`src/rtl/ls_align_pkg.sv`:
```
package ls_align_pkg;
    typedef enum logic [2:0] {
        CLS_PLAIN   = 3'd0,
        CLS_FLOAT   = 3'd1,
        CLS_MULTI   = 3'd2,
        CLS_STRING  = 3'd3,
        CLS_RESERVE = 3'd4,
        CLS_BZERO   = 3'd5,
        CLS_EXTCTL  = 3'd6
    } op_cls_e;

    typedef struct packed {
        logic le_mode;
        logic seg_tflip;
        logic direct_store;
        logic wthru;
        logic cinhib;
        logic dc_absent;
        logic dc_wthru;
    } op_attr_t;
endpackage

```
`src/rtl/ls_align_rules.sv`:
```
module ls_align_rules
    import ls_align_pkg::*;
(
    input  logic [2:0] cls,
    input  logic [2:0] ea_lo,
    input  logic [1:0] size,
    input  op_attr_t   attr,
    output logic       fault
);
    logic [2:0] size_mask;
    logic       word_mis;
    logic       nat_mis;
    logic       tflip_cls;
    logic       le_cls;
    logic       class_fault;

    always_comb begin
        case (size)
            2'd0:    size_mask = 3'b000;
            2'd1:    size_mask = 3'b001;
            2'd2:    size_mask = 3'b011;
            default: size_mask = 3'b111;
        endcase
        word_mis  = |ea_lo[1:0];
        nat_mis   = |(ea_lo & size_mask);
        tflip_cls = (cls == CLS_PLAIN) || (cls == CLS_MULTI) || (cls == CLS_STRING);
        le_cls    = (cls == CLS_MULTI) || (cls == CLS_STRING);
        case (cls)
            CLS_FLOAT:   class_fault = attr.direct_store | word_mis;
            CLS_MULTI:   class_fault = word_mis;
            CLS_RESERVE: class_fault = word_mis;
            CLS_BZERO:   class_fault = attr.wthru | attr.cinhib | attr.dc_absent | attr.dc_wthru;
            CLS_EXTCTL:  class_fault = nat_mis;
            default:     class_fault = 1'b0;
        endcase
        fault = class_fault | (tflip_cls & attr.seg_tflip) | (le_cls & attr.le_mode);
    end
endmodule

```
`config.mk`:
```
export PLATFORM = sky130hd
export DESIGN_NAME = ls_align_rules
export DESIGN_NICKNAME = d
export VERILOG_FILES = /design/src/rtl/ls_align_pkg.sv /design/src/rtl/ls_align_rules.sv
export SDC_FILE = /design/constraint.sdc
export NUM_CORES = 1
export LEC_CHECK = 0
export BUFFER_PORTS_ARGS = -buffer_cell sky130_fd_sc_hd__buf_2
export CORE_AREA = 2 2 39 41
export DETAILED_ROUTE_END_ITERATION = 10
export DIE_AREA = 0 0 41 43
export REMOVE_ABC_BUFFERS = 1
export SKIP_LAST_GASP = 1
export SYNTH_ARGS = -nofsm -noshare
export SYNTH_HDL_FRONTEND = slang
export SYNTH_SLANG_ARGS = --single-unit
```
`constraint.sdc`:
```
create_clock -name vclk -period 1.4
set_clock_uncertainty 0.1 [all_clocks]
set_input_delay 0.28 -clock vclk [all_inputs]
set_output_delay 0.28 -clock vclk [all_outputs]
set_load 0.02 [all_outputs]
```
==> impl_metrics.csv <==
group,metric,value,unit
routing,drtAntennaViolNets,0,
synthesis,synthDominantCellAreaShare,12.5,%
sta,fmaxAchievable,0.648,GHz
sta,tns,-0.142,ns
flow_run,drv_cap,0,
synthesis,ys_types,13,
worst_setup_path,critPathLaunch,"attr[3]",
sta,worst_pin_slew,0.336,ns
global_route,grt_overflow_total,0,
worst_setup_path,endpoint_kind,"output port",
worst_setup_path,path_class,"in -> out",
cells_and_area,clock_buffers,0,
worst_setup_path,cpMaxStageDelayCell,"a311o_1",
routing,first_iter_violations,1,
clock_network,cts_hold_repair.buffers,0,
power,cellPowerDensity,269,nW/um^2
power,total_power,67.7,uW
place,gp_congestion,0.418,
floorplan,initial_core_util,7.23,%
sta,rsz0062_at_grt,"yes",
synthesis,synthAdderAreaFrac,0,%
place,dp_hpwl,369,um
power,ir_drop,0.0000415,V
cells_and_area,drive_gt1_share,60.0,%
global_route,grt_pass1_vias,199,
cells_and_area,final_cells,51,
routing,first_pass_iters,2,
routing,num_vias,209,
floorplan,ios,16,
global_route,grt.met2_usage,10.9,%
sta,finalSetupViolCount,1,
synthesis,yosysWarningCount,0,
min_path,min_from,"attr[5]",
synthesis,avgSynthCellArea,6.26,um^2
worst_setup_path,critPathArrivalTime,1.16,ns
synthesis,syn_inst,16,
status,violations,"setup timing",
sta,min_period_over_period,110,%
global_route,antenna_found_initial,0,
synthesis,yosys-top-cells-count,"2 x inv_1, 2 x nor3_1, 2 x o21ai_0",
synthesis,synth_compound_area_share,42.5,%
sta,finalHoldViolations,0,
sta,slew_headroom,77.5,%
sta,slew_violations,0,
routing,drc,0,
sta,period_needed,1.54,ns
worst_setup_path,cp_max_fo,1,
synthesis,ys_seq_area_share,0,%
global_route,grt_max_degree,6,
cells_and_area,seqCellArea,0,um^2
cells_and_area,n_sequential_cell,0,
synthesis,synth.mux.area_fraction,0,%
min_path,hp-class,"in -> out",
place,pre_cts_slack,-0.256,ns
global_route,grt_pass1_wl,655,um
routing,wire_per_inst,8.61,um
synthesis,synthSimpleGateAreaFrac,50.0,%
sta,setup_slack,-0.142,ns
global_route,grt_use_met3,0,%
cells_and_area,num_antenna_cells,0,
status,status,"finished, violations left",
floorplan,die-width,41,um
worst_setup_path,critPathRequiredTime,1.02,ns
floorplan,rows,14,
synthesis,synthesis.area,100,um^2
synthesis,yosys-top-cells-area,"nor4_2 13%, a311o_1 10%, nor3_1 10%, o21ai_0 10%, a2111oi_0 8.8%",
synthesis,synth-xor-area-share,0,%
worst_setup_path,max_stage_delay,0.29,ns
synthesis,post-synth-top-area-cell,"nor4_2",
floorplan,coreArea,1380,um^2
global_route,track_usage,4.80,%
floorplan,die_y,43,um
worst_setup_path,startpoint_type,"input pin",
routing,drt-total-wl,439,um
place,port_buffers,16,
synthesis,synth_top_family_by_area,"simple AND/OR/NAND/NOR gates",
cells_and_area,syn_to_final_growth,151,%
cells_and_area,num-nets-final,52,
worst_setup_path,crit_chain,"buf_2 > nor4_4 > a2111oi_1 > a311o_1 > buf_6",
power,cellLeakagePower,0.000109,uW
global_route,grtUsageMet1,4.11,%
place,placedCellCount,51,
global_route,busiest_layer,"met2",
floorplan,die_area,1760,um^2
routing,via_per_inst,4.10,
-- metal layers --
| layer | up-vias | share of wire (%) |
|---|---|---|
| met5 | - | 0 |
| met4 | 0 | 0 |
| met3 | 0 | 11 |
| met2 | 11 | 54 |
| met1 | 92 | 35 |
| li1 | 106 | - |
-- critical path, delay by kind of cell --
kind	cells	cell delay, ns
compound gates	2	0.40
buf+inv	2	0.25
simple gates	1	0.23
-- cell type report --
| class | instances | area (um^2) |
|---|---|---|
| Tap cell | 16 | 20.0 |
| Inverter | 2 | 7.51 |
| Multi-Input combinational cell | 14 | 109 |
| Timing Repair Buffer | 19 | 115 |
| Fill cell | 169 | 1130 |
-- power by group --
part	internal, uW	switching, uW	total, uW
sequential	0	0	0
clock	0	0	0
combinational	37.3	30.3	67.7
total	37.3	30.3	67.7
-- worst paths after layout --
check                 slack [ns]  cells after the start     to
worst max-delay path       -0.14                      5  fault
worst min-delay path        0.95                      5  fault
-- through the flow --
stage | hold WS [ns] | instance area, um^2 | util [%]
detailed placement | 0.959 | 223 | 16.1
CTS | 0.953 | 243 | 17.5
finish | 0.946 | 251 | 18.2
floorplan | 0.773 | 100 | -
global placement | 0.970 | 223 | 16.1
global route | 1.01 | 251 | 18.2
-- cell usage in the layout, fill, tap and decap left out --
cell	synthesis	routed
o21ai_1	1	2
inv_1	2	2
o21ai_0	2	1
nor4_2	1	1
a311o_1	1	1
nor4_4	0	1
buf_6	0	2
nor2_1	1	1
buf_4	0	3
buf_2	0	14
a311oi_1	1	1
nand4_1	1	1
nor3_1	2	2
nand2_1	1	1
a2111oi_1	0	1
nor3b_1	1	1
-- cell families after synthesis --
family / after synthesis
AOI/OAI and AO/OA: 6
buffers and inverters: 2
and+or+nand+nor: 8
-- repair_timing --
item                                    4_1_cts  5_1_grt
pin swaps                                     5        1
buffers inserted                              0        0
resized for setup                             5        2
endpoints found under the setup margin        1        1
No activity file was read; power rests on OpenSTA's default activity.
